<file path="config.mk">
export PLATFORM = sky130hd
export DESIGN_NAME = spi_mf_ctrl
export DESIGN_NICKNAME = d
export VERILOG_FILES = /design/src/rtl/spi_mf_pkg.sv /design/src/rtl/spi_mf_datapath.sv /design/src/rtl/spi_mf_control.sv /design/src/rtl/spi_mf_ctrl.sv
export SDC_FILE = /design/constraint.sdc
export NUM_CORES = 1
export LEC_CHECK = 0
export BUFFER_PORTS_ARGS = -buffer_cell sky130_fd_sc_hd__clkbuf_2
export CAP_MARGIN = 30
export CORE_MARGIN = 8
export CORE_UTILIZATION = 58
export CTS_BUF_LIST = sky130_fd_sc_hd__clkbuf_4 sky130_fd_sc_hd__clkbuf_8
export DETAILED_ROUTE_END_ITERATION = 6
export GPL_ROUTABILITY_DRIVEN = 0
export GPL_TIMING_DRIVEN = 0
export PLACE_DENSITY = 0.82
export SYNTH_ARGS = -nofsm -noshare
export SYNTH_HDL_FRONTEND = slang
export SYNTH_SLANG_ARGS = --single-unit
</file>
<file path="constraint.sdc">
create_clock -name clk -period 2.1 [get_ports clk]
set_clock_uncertainty 0.1 [all_clocks]
set_input_delay 0.105 -clock clk [delete_from_list [all_inputs] [get_ports clk]]
set_output_delay 0.105 -clock clk [all_outputs]
set_load 0.1 [all_outputs]
</file>
<file path="src/rtl/spi_mf_pkg.sv">
package spi_mf_pkg;
  // control register bit positions (divider field starts at CTL_DIV)
  localparam int CTL_EN  = 0;
  localparam int CTL_MST = 1;
  localparam int CTL_IE  = 2;
  localparam int CTL_DIV = 3;
  // register addresses
  localparam logic [1:0] ADDR_CTRL = 2'd0;
  localparam logic [1:0] ADDR_STAT = 2'd1;
  localparam logic [1:0] ADDR_DATA = 2'd2;

  typedef struct packed {
    logic load;     // copy write data into the shift register
    logic sample;   // hold the incoming serial bit
    logic shift;    // move the held bit into the register
    logic capture;  // last shift of the byte: fill the receive buffer
  } shiftStrobes_t;
endpackage

</file>
<file path="src/rtl/spi_mf_datapath.sv">
module spi_mf_datapath
  import spi_mf_pkg::*;
#(
  parameter int DATA_W = 8
) (
  input  logic              clk,
  input  logic              rstN,
  input  shiftStrobes_t     strobes,
  input  logic [DATA_W-1:0] loadByte,
  input  logic              serialIn,
  output logic              serialOut,
  output logic [DATA_W-1:0] rxBuf
);
  logic [DATA_W-1:0] shiftReg;
  logic              heldBit;

  always_ff @(posedge clk or negedge rstN) begin
    if (!rstN) begin
      shiftReg <= '0;
      heldBit  <= 1'b0;
      rxBuf    <= '0;
    end else begin
      if (strobes.sample) heldBit <= serialIn;
      if (strobes.load)
        shiftReg <= loadByte;
      else if (strobes.shift)
        shiftReg <= {shiftReg[DATA_W-2:0], heldBit};
      if (strobes.capture) rxBuf <= {shiftReg[DATA_W-2:0], heldBit};
    end
  end

  assign serialOut = shiftReg[DATA_W-1];

  AST_SHIFT_HELD: assert property (@(posedge clk) disable iff (!rstN)
    !(strobes.load || strobes.shift) |=> $stable(shiftReg));
  AST_RX_HELD: assert property (@(posedge clk) disable iff (!rstN)
    !strobes.capture |=> $stable(rxBuf));
endmodule

</file>
<file path="src/rtl/spi_mf_control.sv">
module spi_mf_control
  import spi_mf_pkg::*;
#(
  parameter int DATA_W    = 8,
  parameter int DIV_SEL_W = 2
) (
  input  logic              clk,
  input  logic              rstN,
  input  logic [1:0]        addr,
  input  logic              wrEn,
  input  logic              rdEn,
  input  logic [DATA_W-1:0] wrData,
  input  logic              sckIn,
  input  logic              mosiIn,
  input  logic              selIn,
  output shiftStrobes_t     strobes,
  output logic              isMaster,
  output logic              slaveMosi,
  output logic [DATA_W-1:0] ctrlValue,
  output logic [DATA_W-1:0] statusValue,
  output logic              sckOut,
  output logic              sckOe,
  output logic              mosiOe,
  output logic              misoOe,
  output logic              irq
);
  localparam int CNT_W      = $clog2(DATA_W);
  localparam int HALF_W     = (1 << DIV_SEL_W) - 1;
  localparam int CTL_SELOUT = CTL_DIV + DIV_SEL_W;
  localparam logic [DATA_W-1:0] CTL_MASK = DATA_W'((1 << (CTL_SELOUT + 1)) - 1);

  logic [DATA_W-1:0]    ctrlReg;
  logic [2:0]           sckSync;
  logic [1:0]           mosiSync, selSync;
  logic                 busy, sckReg, doneFlag, collFlag, armed;
  logic [HALF_W-1:0]    halfCnt, halfMax;
  logic [CNT_W-1:0]     bitCnt;
  logic [DIV_SEL_W-1:0] divSel;
  logic en, mst, ie, selOut, selLow, slaveActive, faultNow, mActive, tick, lastBit;
  logic dataWr, dataRd, statRd, xferBusy, loadOk, collideNow, clearNow;
  logic mSample, mShift, sSample, sShift;

  assign en      = ctrlReg[CTL_EN];
  assign mst     = ctrlReg[CTL_MST];
  assign ie      = ctrlReg[CTL_IE];
  assign divSel  = ctrlReg[CTL_DIV +: DIV_SEL_W];
  assign selOut  = ctrlReg[CTL_SELOUT];
  assign halfMax = HALF_W'((1 << divSel) - 1);
  assign selLow  = ~selSync[1];

  assign slaveActive = en & ~mst & selLow;
  assign faultNow    = en & mst & ~selOut & selLow;
  assign mActive     = en & mst & ~faultNow;
  assign tick        = mActive & busy & (halfCnt == halfMax);
  assign lastBit     = (bitCnt == CNT_W'(DATA_W - 1));

  assign dataWr     = wrEn & (addr == ADDR_DATA);
  assign dataRd     = rdEn & (addr == ADDR_DATA);
  assign statRd     = rdEn & (addr == ADDR_STAT);
  assign xferBusy   = busy | (slaveActive & (bitCnt != '0));
  assign loadOk     = dataWr & en & ~xferBusy & ~faultNow;
  assign collideNow = dataWr & xferBusy;
  assign clearNow   = armed & (dataWr | dataRd);

  assign mSample = tick & ~sckReg;
  assign mShift  = tick & sckReg;
  assign sSample = slaveActive & sckSync[1] & ~sckSync[2];
  assign sShift  = slaveActive & ~sckSync[1] & sckSync[2];

  always_comb begin
    strobes.load    = loadOk;
    strobes.sample  = mSample | sSample;
    strobes.shift   = mShift | sShift;
    strobes.capture = (mShift | sShift) & lastBit;
  end

  // input synchronisers for the slave side
  always_ff @(posedge clk or negedge rstN) begin
    if (!rstN) begin
      sckSync  <= '0;
      mosiSync <= '0;
      selSync  <= '1;
    end else begin
      sckSync  <= {sckSync[1:0], sckIn};
      mosiSync <= {mosiSync[0], mosiIn};
      selSync  <= {selSync[0], selIn};
    end
  end

  // control register: a mode fault overrides a same-cycle write of the master bit
  always_ff @(posedge clk or negedge rstN) begin
    if (!rstN) ctrlReg <= '0;
    else begin
      if (wrEn && addr == ADDR_CTRL) ctrlReg <= wrData & CTL_MASK;
      if (faultNow) ctrlReg[CTL_MST] <= 1'b0;
    end
  end

  // clock generation and bit counting
  always_ff @(posedge clk or negedge rstN) begin
    if (!rstN) begin
      busy    <= 1'b0;
      sckReg  <= 1'b0;
      halfCnt <= '0;
      bitCnt  <= '0;
    end else if (mActive) begin
      if (loadOk) begin
        busy    <= 1'b1;
        sckReg  <= 1'b0;
        halfCnt <= '0;
        bitCnt  <= '0;
      end else if (busy) begin
        if (tick) begin
          halfCnt <= '0;
          sckReg  <= ~sckReg;
          if (sckReg) begin
            bitCnt <= bitCnt + 1'b1;
            if (lastBit) busy <= 1'b0;
          end
        end else halfCnt <= halfCnt + 1'b1;
      end
    end else begin
      busy    <= 1'b0;
      sckReg  <= 1'b0;
      halfCnt <= '0;
      if (!slaveActive) bitCnt <= '0;
      else if (sShift) bitCnt <= bitCnt + 1'b1;
    end
  end

  // flags: setting wins over a same-cycle clear
  always_ff @(posedge clk or negedge rstN) begin
    if (!rstN) begin
      doneFlag <= 1'b0;
      collFlag <= 1'b0;
      armed    <= 1'b0;
    end else begin
      if (strobes.capture || faultNow) doneFlag <= 1'b1;
      else if (clearNow) doneFlag <= 1'b0;
      if (collideNow) collFlag <= 1'b1;
      else if (clearNow) collFlag <= 1'b0;
      if (clearNow) armed <= 1'b0;
      else if (statRd && (doneFlag || collFlag)) armed <= 1'b1;
    end
  end

  assign isMaster    = mst;
  assign slaveMosi   = mosiSync[1];
  assign ctrlValue   = ctrlReg;
  assign statusValue = {doneFlag, collFlag, {(DATA_W-2){1'b0}}};
  assign sckOut      = sckReg;
  assign sckOe       = en & mst;
  assign mosiOe      = en & mst;
  assign misoOe      = slaveActive;
  assign irq         = doneFlag & ie;

  AST_FAULT_DROPS_MASTER: assert property (@(posedge clk) disable iff (!rstN)
    faultNow |=> !ctrlReg[CTL_MST]);
  AST_FLAG_CAUSE: assert property (@(posedge clk) disable iff (!rstN)
    $rose(doneFlag) |-> $past(strobes.capture || faultNow));
  AST_MISO_NOT_MASTER: assert property (@(posedge clk) disable iff (!rstN)
    misoOe |-> !sckOe);
  AST_COLLIDE_NO_LOAD: assert property (@(posedge clk) disable iff (!rstN)
    collideNow |-> !strobes.load);
  AST_SCK_IDLE: assert property (@(posedge clk) disable iff (!rstN)
    !busy |=> !sckReg || busy);
endmodule

</file>
<file path="src/rtl/spi_mf_ctrl.sv">
module spi_mf_ctrl
  import spi_mf_pkg::*;
#(
  parameter int DATA_W    = 8,
  parameter int DIV_SEL_W = 2
) (
  input  logic              clk,
  input  logic              rstN,
  input  logic [1:0]        addr,
  input  logic              wrEn,
  input  logic              rdEn,
  input  logic [DATA_W-1:0] wrData,
  output logic [DATA_W-1:0] rdData,
  input  logic              sckIn,
  output logic              sckOut,
  output logic              sckOe,
  input  logic              mosiIn,
  output logic              mosiOut,
  output logic              mosiOe,
  input  logic              misoIn,
  output logic              misoOut,
  output logic              misoOe,
  input  logic              selIn,
  output logic              irq
);
  shiftStrobes_t     strobes;
  logic              isMaster, slaveMosi, serialOut;
  logic [DATA_W-1:0] ctrlValue, statusValue, rxBuf;

  spi_mf_control #(.DATA_W(DATA_W), .DIV_SEL_W(DIV_SEL_W)) u_control (
    .clk(clk), .rstN(rstN), .addr(addr), .wrEn(wrEn), .rdEn(rdEn), .wrData(wrData),
    .sckIn(sckIn), .mosiIn(mosiIn), .selIn(selIn), .strobes(strobes),
    .isMaster(isMaster), .slaveMosi(slaveMosi), .ctrlValue(ctrlValue),
    .statusValue(statusValue), .sckOut(sckOut), .sckOe(sckOe), .mosiOe(mosiOe),
    .misoOe(misoOe), .irq(irq)
  );

  spi_mf_datapath #(.DATA_W(DATA_W)) u_datapath (
    .clk(clk), .rstN(rstN), .strobes(strobes), .loadByte(wrData),
    .serialIn(isMaster ? misoIn : slaveMosi), .serialOut(serialOut), .rxBuf(rxBuf)
  );

  assign mosiOut = serialOut;
  assign misoOut = serialOut;

  always_comb begin
    case (addr)
      ADDR_CTRL: rdData = ctrlValue;
      ADDR_STAT: rdData = statusValue;
      ADDR_DATA: rdData = rxBuf;
      default:   rdData = '0;
    endcase
  end
endmodule

</file>
==> key figures <==
Setup path
  • R2R Path Start: u_control.ctrlValue[1]$_DFFE_PN0P_
  • Max FO, Critical Path: 10
  • CP bufs+invs: 2
  • Delay-heaviest family, CP: simple AND/OR/NAND/NOR gates
  • R2R setup slack: 80 ps
  • FF-to-FF path depth: 7
  • R2r endpoint: u_datapath.shiftReg[6]$_DFFE_PN0P_
  • Worst EP required: 2240 ps
  • Crit-path cells: nor4bb_2 > or3_4 > or2_1 > buf_6 > buf_6 > nand4_1 > o211ai_1
  • Crit start category: flop
  • WP depth: 7
  • CP max stage delay: 460 ps
  • CP most frequent cell: buf_6
  • CP endpoint kind: flop
  • CP max-delay cell: dfrtp_2
  • CP arrival: 2170 ps
  • Critical path class: reg2reg

Timing
  • RSZ-0062 raised after global routing: no
  • Setup violators final: 0
  • Fmax: 0.4939 GHz
  • Crit share post-route: 96.42%
  • Setup total negative slack: 0 ps
  • Slew HR: 60.51%
  • Max-slew violation count: 0
  • Worst Max-Slew Pin Slew: 590.2 ps
  • Tmin final: 2025 ps
  • Fin. Hold Viols: 0
  • Worst setup margin: 75.12 ps

Min path
  • HP Class: in2reg
  • WHS Endpoint: u_datapath.heldBit$_DFFE_PN0P_
  • Hold path depth: 3
  • Hold Crit Start: misoIn

Detailed routing
  • Vias per cell: 5.677
  • Vias: 1652
  • Pre-antenna DRT Iters: 4
  • WL per Instance: 16.35 µm
  • Post-route ant nets: 0
  • Drc violations: 0
  • Final WL: 4757 µm
  • Starting DRT DRC Count: 130

Power
  • Clk network pwr share: 22.9%
  • Logic gate share of total power: 34.1%
  • Power per cell area: 951.0 nW/µm²
  • Power share of the sequential group: 43.0%
  • Worst VDD drop: 0.6177 mV
  • Net Sw Power: 0.9682 mW
  • Internal power: 1.485 mW
  • Sw frac: 39.46%
  • Leak: 1.233 nW

Logic synthesis
  • Synthesized Nets: 206
  • Fraction of registers with async set/reset: 100.0%
  • Count leader, synth: dfrtp_1
  • Post-synth top area cell: dfrtp_1
  • Synthesized flop and latch total: 41
  • Seq/Total Area, Yosys: 50.37%
  • Synth area leaders: dfrtp_1 (48%), mux2_4 (5.9%), nand2_1 (4.2%)
  • Warnings, synthesis: 0
  • Synth cell types: 42
  • Synth top area share: 47.79%
  • Post-Syn Area: 2042 µm²
  • Synthesized area per cell: 11.10 µm²
  • Post-synth top flop: dfrtp_1
  • Syn Inst Count: 184
  • Post-synth EDFFs: 0
  • Synth cell count leaders: dfrtp_1 (39), nand2_1 (23), nor2_1 (12), o211ai_1 (9)

Outcome
  • Status: complete, no violations

Die
  • Total die area: 5675 µm²
  • Initial Util: 60.71%
  • Std-Cell Core Area: 3363 µm²
  • Die width: 75.34 µm
  • I/O pins: 33
  • Cell Rows: 21
  • Die Ht: 75.34 µm

Place
  • Worst slack at placement: 50.44 ps
  • I/O Buffers: 32
  • DP Wirelength: 3193 µm
  • Area after DPL: 2277 µm²
  • Cell Count Post-Placement: 262

Clock network
  • H-Tree Depth: 2
  • Sink Count: 41
  • CTS tree: built
  • Num CTS Buffers: 5
  • Root Driver: clkbuf_4
  • Clock transition at path regs: 120 ps
  • CTS max path bufs: 2
  • Skew-Pair Late Insertion Delay: 370 ps

Layout
  • Layout cell share with drive strength beyond 1: 32.24%
  • Number of fillers in the final layout: 230
  • Synthesis-to-finish area growth: 26.35%
  • Number of diodes: 0
  • Design area: 2580 µm²
  • Multi-input combinational cell area: 940.9 µm²
  • Layout Cells excl Fill: 291
  • Nets: 266
  • Register area: 1031 µm²

Run
  • Max Cap Viol: 0

Global route
  • Global Route Usage Sum: 17.40%
  • Vias in the first global route: 1626
  • Initial antenna violation count: 0
  • First-pass GRT wire length: 7541 µm
  • GRT overflow: 0
  • Largest net degree at the start of global routing: 42
-- through the flow --
step / power (mW) / hold slack [ps] / util, %
floorplan: 1.673 / -290.6 / -
global placement: 1.813 / 93.14 / 67.71
detailed placement: 1.841 / 95.12 / 67.71
CTS: 2.421 / 5.690 / 74.52
global route: 2.554 / 23.25 / 76.71
finish: 2.453 / 9.942 / 76.71
-- cell usage in the layout (no fill, tap or decap), drive strengths merged --
cell type    Yosys  routed
a31oi            1       1
nor4bb           1       1
a21bo            1       1
o211a            1       1
o211ai           9       9
o21ai            5       5
a21boi           1       1
bufinv           0       1
a21oi            5       5
a2111o           1       1
xor2             2       2
clkbuf           6      45
nor2            12      12
and2             3       3
nor3b            1       1
or3              1       1
a31o             1       1
mux2            15      15
nand3            3       3
mux2i            7       7
nand4            8       8
nand3b           2       2
xnor2            1       1
a32o             3       3
dlygate4sd3      0      15
nand2           23      23
o2111ai          2       2
nand2b           5       5
nor2b            2       2
buf              5      11
a21o             3       3
inv              5       5
dfrtp           39      39
or2              2       2
ha               4       4
dfstp            2       2
a22o             2       2
-- logic make-up (layout without fill, tap and decap cells) --
kind of cell	count (synthesis)	in the layout	share of synthesized area [%]
buffers and inverters	16	77	4.104
adder cells (fa/ha/maj)	4	4	2.451
XOR/XNOR	3	3	1.287
AND/OR/NAND/NOR	63	63	15.75
multiplexers	22	22	13.17
flip-flops	41	41	50.37
AO/OA/AOI/OAI	35	35	12.87
-- area by class of cell --
cell class                      instances  share of cell area [%]
Multi-Input combinational cell        127                   36.47
Sequential cell                        41                   39.96
Tap cell                               46                   2.231
Timing Repair Buffer                   53                   14.26
Inverter                                5                  0.7275
Clock buffer                            7                   2.279
Buffer                                 11                   2.910
Clock inverter                          1                   1.164
-- worst max path at each step --
| stage | from | endpoint | slack [ps] |
|---|---|---|---|
| 2_1_floorplan | u_control.ctrlValue[1]$_DFFE_PN0P_ | u_datapath.rxBuf[0]$_DFFE_PN0P_ | -310 |
| 3_3_place_gp | u_control.ctrlValue[1]$_DFFE_PN0P_ | u_datapath.shiftReg[6]$_DFFE_PN0P_ | 90 |
| 3_5_place_dp | u_control.ctrlValue[0]$_DFFE_PN0P_ | u_datapath.shiftReg[6]$_DFFE_PN0P_ | 50 |
| 4_1_cts | u_control.ctrlValue[0]$_DFFE_PN0P_ | u_datapath.shiftReg[6]$_DFFE_PN0P_ | 8 |
| 5_1_grt | u_control.ctrlValue[1]$_DFFE_PN0P_ | u_datapath.shiftReg[6]$_DFFE_PN0P_ | 5 |
| 6_report | u_control.ctrlValue[1]$_DFFE_PN0P_ | u_datapath.shiftReg[6]$_DFFE_PN0P_ | 80 |
-- tightest hold or removal path, stage by stage --
cell      delay, ps
clkbuf_2         80
mux2_2          120
mux2_2          140
-- sequential cells by signal, summed over array words and instances (netlist names), 2 cells and up --
register / count
u_control.selSync: 2
u_control.bitCnt: 3
u_control.mosiSync: 2
u_control.halfCnt: 3
u_control.ctrlValue: 6
u_datapath.shiftReg: 8
u_control.sckSync: 3
u_datapath.rxBuf: 8
-- per-layer routing --
metal,wire length [µm],part of all wire (%),vias up,track usage [%]
met5,0,0,-,0
met4,64,1.3,0,4.478
met3,252,5.3,8,4.737
met2,2444,51,54,30.39
met1,1995,42,815,20.52
li1,-,-,775,-
-- power groups by stage --
stage | combinational (mW) | clock (mW) | sequential [mW]
3_3_place_gp | 0.752 | 0 | 1.06
5_1_grt | 0.888 | 0.595 | 1.07
4_1_cts | 0.793 | 0.573 | 1.05
3_5_place_dp | 0.769 | 0 | 1.07
6_report | 0.835 | 0.562 | 1.06
2_1_floorplan | 0.579 | 0 | 1.09
-- what timing repair did --
action	in CTS	in global routing
resized for setup	0	3
hold endpoints to repair	58	2
hold buffers	14	1
buffers inserted	0	5
endpoints found under the setup margin	0	20
(Power assumes the default switching activity.)
